<file path="src/rtl/addr_match_pkg.sv">
package addr_match_pkg;
  localparam int BYTE_W   = 8;
  localparam int ADDR7_W  = BYTE_W - 1;
  localparam int ADDR10_W = 10;
  localparam int HI_W     = ADDR10_W - BYTE_W;
  localparam int PFX_W    = ADDR7_W - HI_W;

  // Five-bit prefixes of the 7-bit address field that carry protocol meaning
  localparam logic [PFX_W-1:0] TEN_HDR_PFX = 5'b11110;
  localparam logic [PFX_W-1:0] RSV_HI_PFX  = 5'b11111;
  localparam logic [PFX_W-1:0] RSV_LO_PFX  = 5'b00001;

  typedef struct packed {
    logic isStart;
    logic isGenCall;
    logic isReserved;
    logic isTenHdr;
    logic hdrMatch;
    logic sevenMatch;
    logic lowMatch;
  } byteClassT;

  typedef struct packed {
    logic clrAll;
    logic loadAck;
    logic ackVal;
    logic setGc;
    logic loadHi;
    logic hiVal;
    logic setTen;
  } strobeT;
endpackage

</file>
<file path="src/rtl/addr_match_dp.sv">
module addr_match_dp
  import addr_match_pkg::*;
(
  input  logic                clk,
  input  logic                rstN,
  input  logic [BYTE_W-1:0]   rxByte,
  input  logic [ADDR10_W-1:0] ownAddr,
  input  logic [ADDR10_W-1:0] addrMask,
  input  logic                maskBypass,
  input  strobeT              strb,
  output byteClassT           cls,
  output logic                hiMatched,
  output logic                ackOut,
  output logic                genCallHit,
  output logic                tenBitHit
);
  logic [ADDR10_W-1:0] effMask;
  logic [ADDR7_W-1:0]  addr7;
  logic [PFX_W-1:0]    prefix;
  logic [ADDR7_W-1:0]  sevenOk;
  logic [BYTE_W-1:0]   lowOk;
  logic [HI_W-1:0]     hdrOk;

  assign effMask = maskBypass ? '0 : addrMask;
  assign addr7   = rxByte[BYTE_W-1:1];
  assign prefix  = addr7[ADDR7_W-1:HI_W];

  // Per-bit don't-care comparators
  for (genvar i = 0; i < ADDR7_W; i++) begin : g_seven
    assign sevenOk[i] = effMask[i] | (addr7[i] ~^ ownAddr[i]);
  end
  for (genvar i = 0; i < BYTE_W; i++) begin : g_low
    assign lowOk[i] = effMask[i] | (rxByte[i] ~^ ownAddr[i]);
  end
  for (genvar i = 0; i < HI_W; i++) begin : g_hdr
    assign hdrOk[i] = effMask[BYTE_W+i] | (addr7[i] ~^ ownAddr[BYTE_W+i]);
  end

  // Reserved decoding works on raw bits, never on masked ones
  always_comb begin
    cls.isStart    = (addr7 == '0) &&  rxByte[0];
    cls.isGenCall  = (addr7 == '0) && !rxByte[0];
    cls.isReserved = ((prefix == '0) && (addr7[HI_W-1:0] != '0))
                   || (prefix == RSV_LO_PFX)
                   || (prefix == RSV_HI_PFX);
    cls.isTenHdr   = (prefix == TEN_HDR_PFX);
    cls.hdrMatch   = &hdrOk;
    cls.sevenMatch = &sevenOk;
    cls.lowMatch   = &lowOk;
  end

  always_ff @(posedge clk or negedge rstN) begin
    if (!rstN) begin
      ackOut     <= 1'b0;
      genCallHit <= 1'b0;
      tenBitHit  <= 1'b0;
      hiMatched  <= 1'b0;
    end else if (strb.clrAll) begin
      ackOut     <= 1'b0;
      genCallHit <= 1'b0;
      tenBitHit  <= 1'b0;
      hiMatched  <= 1'b0;
    end else begin
      if (strb.loadAck) ackOut     <= strb.ackVal;
      if (strb.setGc)   genCallHit <= 1'b1;
      if (strb.loadHi)  hiMatched  <= strb.hiVal;
      if (strb.setTen)  tenBitHit  <= 1'b1;
    end
  end
endmodule

</file>
<file path="src/rtl/addr_match_ctrl.sv">
module addr_match_ctrl
  import addr_match_pkg::*;
(
  input  logic      byteValid,
  input  logic      secondByte,
  input  logic      busReset,
  input  logic      tenBitMode,
  input  logic      genCallEn,
  input  logic      hiMatched,
  input  byteClassT cls,
  output strobeT    strb
);
  logic isLowPhase;

  assign isLowPhase = tenBitMode && secondByte;

  always_comb begin
    strb        = '0;
    strb.clrAll = busReset;
    if (byteValid && !busReset) begin
      strb.loadAck = 1'b1;
      if (isLowPhase) begin
        strb.ackVal = hiMatched && cls.lowMatch;
        strb.setTen = strb.ackVal;
      end else begin
        strb.loadHi = tenBitMode;
        if (cls.isGenCall) begin
          strb.ackVal = genCallEn;
          strb.setGc  = genCallEn;
        end else if (cls.isStart || cls.isReserved) begin
          strb.ackVal = 1'b0;
        end else if (cls.isTenHdr) begin
          strb.ackVal = tenBitMode && cls.hdrMatch;
          strb.hiVal  = strb.ackVal;
        end else begin
          strb.ackVal = !tenBitMode && cls.sevenMatch;
        end
      end
    end
  end
endmodule

</file>
<file path="src/rtl/i2c_addr_matcher.sv">
module i2c_addr_matcher
  import addr_match_pkg::*;
(
  input  logic                clk,
  input  logic                rstN,
  input  logic                byteValid,
  input  logic [BYTE_W-1:0]   rxByte,
  input  logic                secondByte,
  input  logic                busReset,
  input  logic [ADDR10_W-1:0] ownAddr,
  input  logic [ADDR10_W-1:0] addrMask,
  input  logic                tenBitMode,
  input  logic                genCallEn,
  input  logic                maskBypass,
  output logic                ackOut,
  output logic                genCallHit,
  output logic                tenBitHit
);
  byteClassT cls;
  strobeT    strb;
  logic      hiMatched;

  addr_match_ctrl ctrl_i (
    .byteValid  (byteValid),
    .secondByte (secondByte),
    .busReset   (busReset),
    .tenBitMode (tenBitMode),
    .genCallEn  (genCallEn),
    .hiMatched  (hiMatched),
    .cls        (cls),
    .strb       (strb)
  );

  addr_match_dp dp_i (
    .clk        (clk),
    .rstN       (rstN),
    .rxByte     (rxByte),
    .ownAddr    (ownAddr),
    .addrMask   (addrMask),
    .maskBypass (maskBypass),
    .strb       (strb),
    .cls        (cls),
    .hiMatched  (hiMatched),
    .ackOut     (ackOut),
    .genCallHit (genCallHit),
    .tenBitHit  (tenBitHit)
  );
endmodule

</file>
<file path="config.mk">
export PLATFORM = sky130hd
export DESIGN_NAME = i2c_addr_matcher
export DESIGN_NICKNAME = d
export VERILOG_FILES = /design/src/rtl/addr_match_pkg.sv /design/src/rtl/addr_match_dp.sv /design/src/rtl/addr_match_ctrl.sv /design/src/rtl/i2c_addr_matcher.sv
export SDC_FILE = /design/constraint.sdc
export NUM_CORES = 1
export LEC_CHECK = 0
export ABC_AREA = 1
export CAP_MARGIN = 20
export CORE_MARGIN = 1
export CORE_UTILIZATION = 41
export DETAILED_ROUTE_END_ITERATION = 8
export DONT_BUFFER_PORTS = 1
export PLACE_DENSITY_LB_ADDON = 0.2
export SLEW_MARGIN = 20
export SYNTH_ARGS = -nofsm -noshare
export SYNTH_HDL_FRONTEND = slang
export SYNTH_HIERARCHICAL = 1
export SYNTH_SLANG_ARGS = --single-unit
</file>
<file path="constraint.sdc">
create_clock -name clk -period 1.69 [get_ports clk]
set_input_delay 0.2535 -clock clk [delete_from_list [all_inputs] [get_ports clk]]
set_output_delay 0.2535 -clock clk [all_outputs]
set_load 0.1 [all_outputs]
</file>
# Yosys cells after proc, flatten, opt, wreduce, memory -nomap -nowiden
# Index checks and enable logic that the tools add are counted.
dict set report op_classes {
  n_addsub 0
  multipliers 0
  div_mod_pow 0
  order_cmp 0
  eq_ne 3
  shifts 0
  muxes 20
  bitwise_logic 34
  n_reduce_logical 24
}
# op n
set op_table {}
lappend op_table {{$mux W1} 17}
lappend op_table {{$or A1 B1 Y1} 17}
lappend op_table {{$xnor A1 B1 Y1} 17}
lappend op_table {{$eq A5 B5 Y1 const B} 2}
lappend op_table {{$mux W10} 1}
lappend op_table {{$reduce_bool A2 Y1} 5}
lappend op_table {{$logic_and A1 B1 Y1} 8}
lappend op_table {{$reduce_and A8 Y1} 1}
lappend op_table {{$logic_not A7 Y1} 1}
lappend op_table {{$reduce_and A7 Y1} 1}
lappend op_table {{$mux W6} 1}
lappend op_table {{$eq A5 B1 Y1 const B} 1}
lappend op_table {{$logic_not A5 Y1} 1}
lappend op_table {{$logic_not A1 Y1} 3}
lappend op_table {{$logic_or A1 B1 Y1} 3}
lappend op_table {{$mux W3} 1}
lappend op_table {{$reduce_and A2 Y1} 1}
dict set report totals {
  regBits 4
  latchBits 0
  ramBits 0
  rom_bits 0
  in_bits 36
  n_memories 0
}

# Longest topological paths before layout
dict set report depth {
  word_depth 11
  mapped_depth 15
}

# By module
# The synthesis kept the hierarchy.
# module n_inst cells_per_inst area_each_um2 seq_area_each_um2
set modules_own_cells {}
lappend modules_own_cells {addr_match_dp 1 121 593.1 100.1}
lappend modules_own_cells {addr_match_ctrl 1 27 120.1 0.0}

# Least setup slack after synthesis
# Ideal clock, no wire load.
dict set report synth_path {
  path_type {input to register}
  startpoint {input port maskBypass}
  endpoint {register dp_i.ackOut}
  setup_time_ns 0.094
  arrival_time_ns 1.167
  required_ns 1.596
  path_slack_ns 0.429
  path_stages 15
  path_buffers 0
  cell_sequence {inv_4 nand2_1 nand3_1 nand2_1 inv_1 nand2_1 nor2_1 nand2_1 nor2_1 nand2_1 nand2_1 inv_1 nand2_1 inv_1 a211oi_1}
}
# item line_no
set synth_rtl {}
lappend synth_rtl {{start, declared} i2c_addr_matcher.sv:14} ;# input logic maskBypass,
lappend synth_rtl {{end signal, assigned} addr_match_dp.sv:64} ;# if (strb.loadAck) ackOut <= strb.ackVal;
lappend synth_rtl {{end, declared} addr_match_dp.sv:13} ;# output logic ackOut,

==> key figures <==
Outcome
  • Status: finished, violations left
  • Failing checks: design-rule violations

Routing
  • Vias: 867
  • Post-route ant nets: 0
  • WL/cell: 10.3 um
  • Via-to-Cell Ratio: 5.10
  • Initial detailed-routing violation count: 28
  • Remaining DRCs: 3
  • Final WL: 1760 um
  • First-pass DRT Iterations: 6

STA
  • Slew of the pin with the lowest slew margin: 0.416 ns
  • Setup-failing EPs final: 0
  • Slew Limit Headroom: 72.0%
  • Setup TNS: 0 ns
  • F_max: 812 MHz
  • Final Critical Period: 1.23 ns
  • Clock skew: 0.00306 ns
  • Final hold vios: 0
  • RSZ-0062 raised after global routing: false
  • Fin crit share: 72.8%
  • Slew Limit Fails: 0

Setup path
  • Worst path top cell family by delay: simple AND/OR/NAND/NOR gates
  • CP arrival: 1.37 ns
  • Crit path to: dp_i/ackOut
  • Reg2Reg Setup Slack: 0.66 ns
  • Slowest cell delay on critical path: 0.20 ns
  • Reg2reg path depth: 8
  • Top cell by count, worst path: nand2_1
  • Critical path launch point type: primary input
  • RR Endpoint: dp_i/ackOut
  • WP data required: 1.83 ns
  • Crit Path Class: primary input to flop
  • Crit path cell chain: inv_4 -> nand2_1 -> nand3_1 -> nand2_1 -> inv_1 -> nand2_1 -> nor2_1 -> nand2_1 -> nor2_1 -> nand2_1 -> nand2_1 -> inv_1 -> nand2_1 -> inv_1 -> a211oi_1
  • Crit. End Element: flop
  • Crit Reg-Reg Startpoint: dp_i/hiMatched
  • Slowest CP cell: a211oi_1
  • Crit path launch: maskBypass
  • Buffers & Inverters on Critical Path: 4
  • CP Depth: 15
  • Crit Path Max Fanout: 10

Die
  • Core Area: 1560 um2
  • Die width: 43.7 um
  • Initial Util: 45.7%
  • Std-Cell Rows: 14
  • Num ports: 39
  • Die height: 43.7 um
  • Full die area: 1910 um2

Global routing
  • Initial antenna violation count: 0
  • First-pass GRT wire length: 3070 um
  • Largest net degree at the start of global routing: 11
  • Via count of the first global-routing pass: 793
  • Grt ovf: 0
  • GRT Overall Usage: 21.5%

Pwr
  • Pwr Density: 438 nW/um2
  • P_int: 0.000222 W
  • Comb pwr share: 35.1%
  • Tot Pwr: 0.000342 W
  • Leakage power: 0.501 nW
  • Max IR drop VDD: 0.000189 V
  • Net Switching: 0.000120 W
  • Sw Ratio: 35.1%
  • Clock network fraction of design power: 35.9%
  • Sequential share of power: 29.0%

Clock network
  • Root Buffer: clkbuf_4
  • CTS HTree Levels: 1
  • Clk_lat worst skew: 0.24 ns
  • # clock sinks: 4
  • CTS tree: yes
  • Bufs on Longest Clock Path: 2
  • Resize count post-CTS: 0
  • Num CTS Buffers: 3
  • Clock-pin slew on the worst setup and hold paths: 0.04 ns

Layout
  • Post-layout util: 50.1%
  • Diodes inserted: 0
  • Share of cells above drive strength 1: 7.79%
  • Nets: 192
  • Layout area overhead: 9.47%
  • Fillers: 186
  • Commonest non-fill, non-tap cell in the layout: nand2_1
  • Most frequent cells in the layout: 64 x nand2_1, 29 x inv_1, 20 x nand3_1

Logic synthesis
  • Syn Nets: 184
  • Register area share after synthesis: 14.0%
  • Synth area leader: nand2_1
  • Mapped Area: 713 um2
  • Synth Area per Inst: 4.82 um2
  • Synth Instances: 148
  • Share of Yosys cell area claimed by the top area cell type: 33.7%
  • Area contributors post-synth: nand2_1 34%, inv_1 15%, dfrtp_1 14%
  • FF+latch count, synth: 4
  • Yosys warnings: 6
  • Synth cell types: 17

Min path
  • Worst hold path type: primary input to flop

Job
  • Max Cap Viol: 0

Place
  • Buffers on Ports: 0
  • Dpl hpwl: 1520 um
  • Final RePlAce weighted congestion: 0.811
worst min-delay path by stage:
stage	startpoint	end	cells after the start
finish	busReset	dp_i/tenBitHit	1
global route	busReset	dp_i/tenBitHit	1
CTS	busReset	dp_i/tenBitHit	1
detailed placement	rstN	dp_i/ackOut	0
global placement	rstN	dp_i/ackOut	0
floorplan	rstN	dp_i/ackOut	0
cell families after synthesis:
logic type / share of synthesized area [%]
AND/OR/NAND/NOR: 62.6
buffers and inverters: 18.8
AO/OA/AOI/OAI: 4.56
flip-flops: 14.0
synth_stat cells (all sizes together):
| library cell | instances |
|---|---|
| dfrtp | 4 |
| nor3 | 4 |
| a211oi | 2 |
| a21boi | 1 |
| nor4 | 2 |
| nor2 | 13 |
| or2 | 1 |
| buf | 1 |
| nand2 | 64 |
| nand4 | 1 |
| nand3 | 20 |
| o21ai | 2 |
| inv | 33 |
state kept, by name, summed over array words and instances, names as in the netlist:
signal	count
dp_i/hiMatched	1
dp_i/tenBitHit	1
dp_i/genCallHit	1
dp_i/ackOut	1
through the flow:
step,instance area (um2),std cells,hold slack [ns],setup WS [ns]
detailed placement,748,166,-0.0420,0.191
finish,781,170,0.0807,0.459
global placement,748,166,-0.0420,0.227
global route,781,170,0.0709,0.189
floorplan,713,148,-0.0421,0.429
CTS,781,170,0.0783,0.432
area by class of cell:
type	instances	area [um2]	area share, %
Sequential cell	4	100	12.8
Clock buffer	3	22.5	2.88
Multi-Input combinational cell	110	479	61.4
Tap cell	16	20.0	2.56
Inverter	33	126	16.2
Timing Repair Buffer	4	32.5	4.17
per-layer routing:
layer	vias to the layer above	global-route usage, %	routed length (um)
met2	41	34.6	787
met3	0	5.42	152
met1	366	29.1	815
met5	-	0	0
met4	0	4.38	0
li1	460	-	-
what timing repair did:
action,in CTS,in global routing
endpoints found under the hold margin,4,0
hold buffers,1,0
setup endpoints to repair,0,0
setup buffers,0,0
power groups by stage:
stage	clock [W]	combinational, W	sequential [W]
6_report	0.000123	0.000120	0.0000992
3_3_place_gp	0	0.000114	0.000101
2_1_floorplan	0	0.0000900	0.000110
3_5_place_dp	0	0.000117	0.000101
4_1_cts	0.000124	0.000121	0.0000992
5_1_grt	0.000134	0.000140	0.0000995
(Power assumes the default switching activity.)
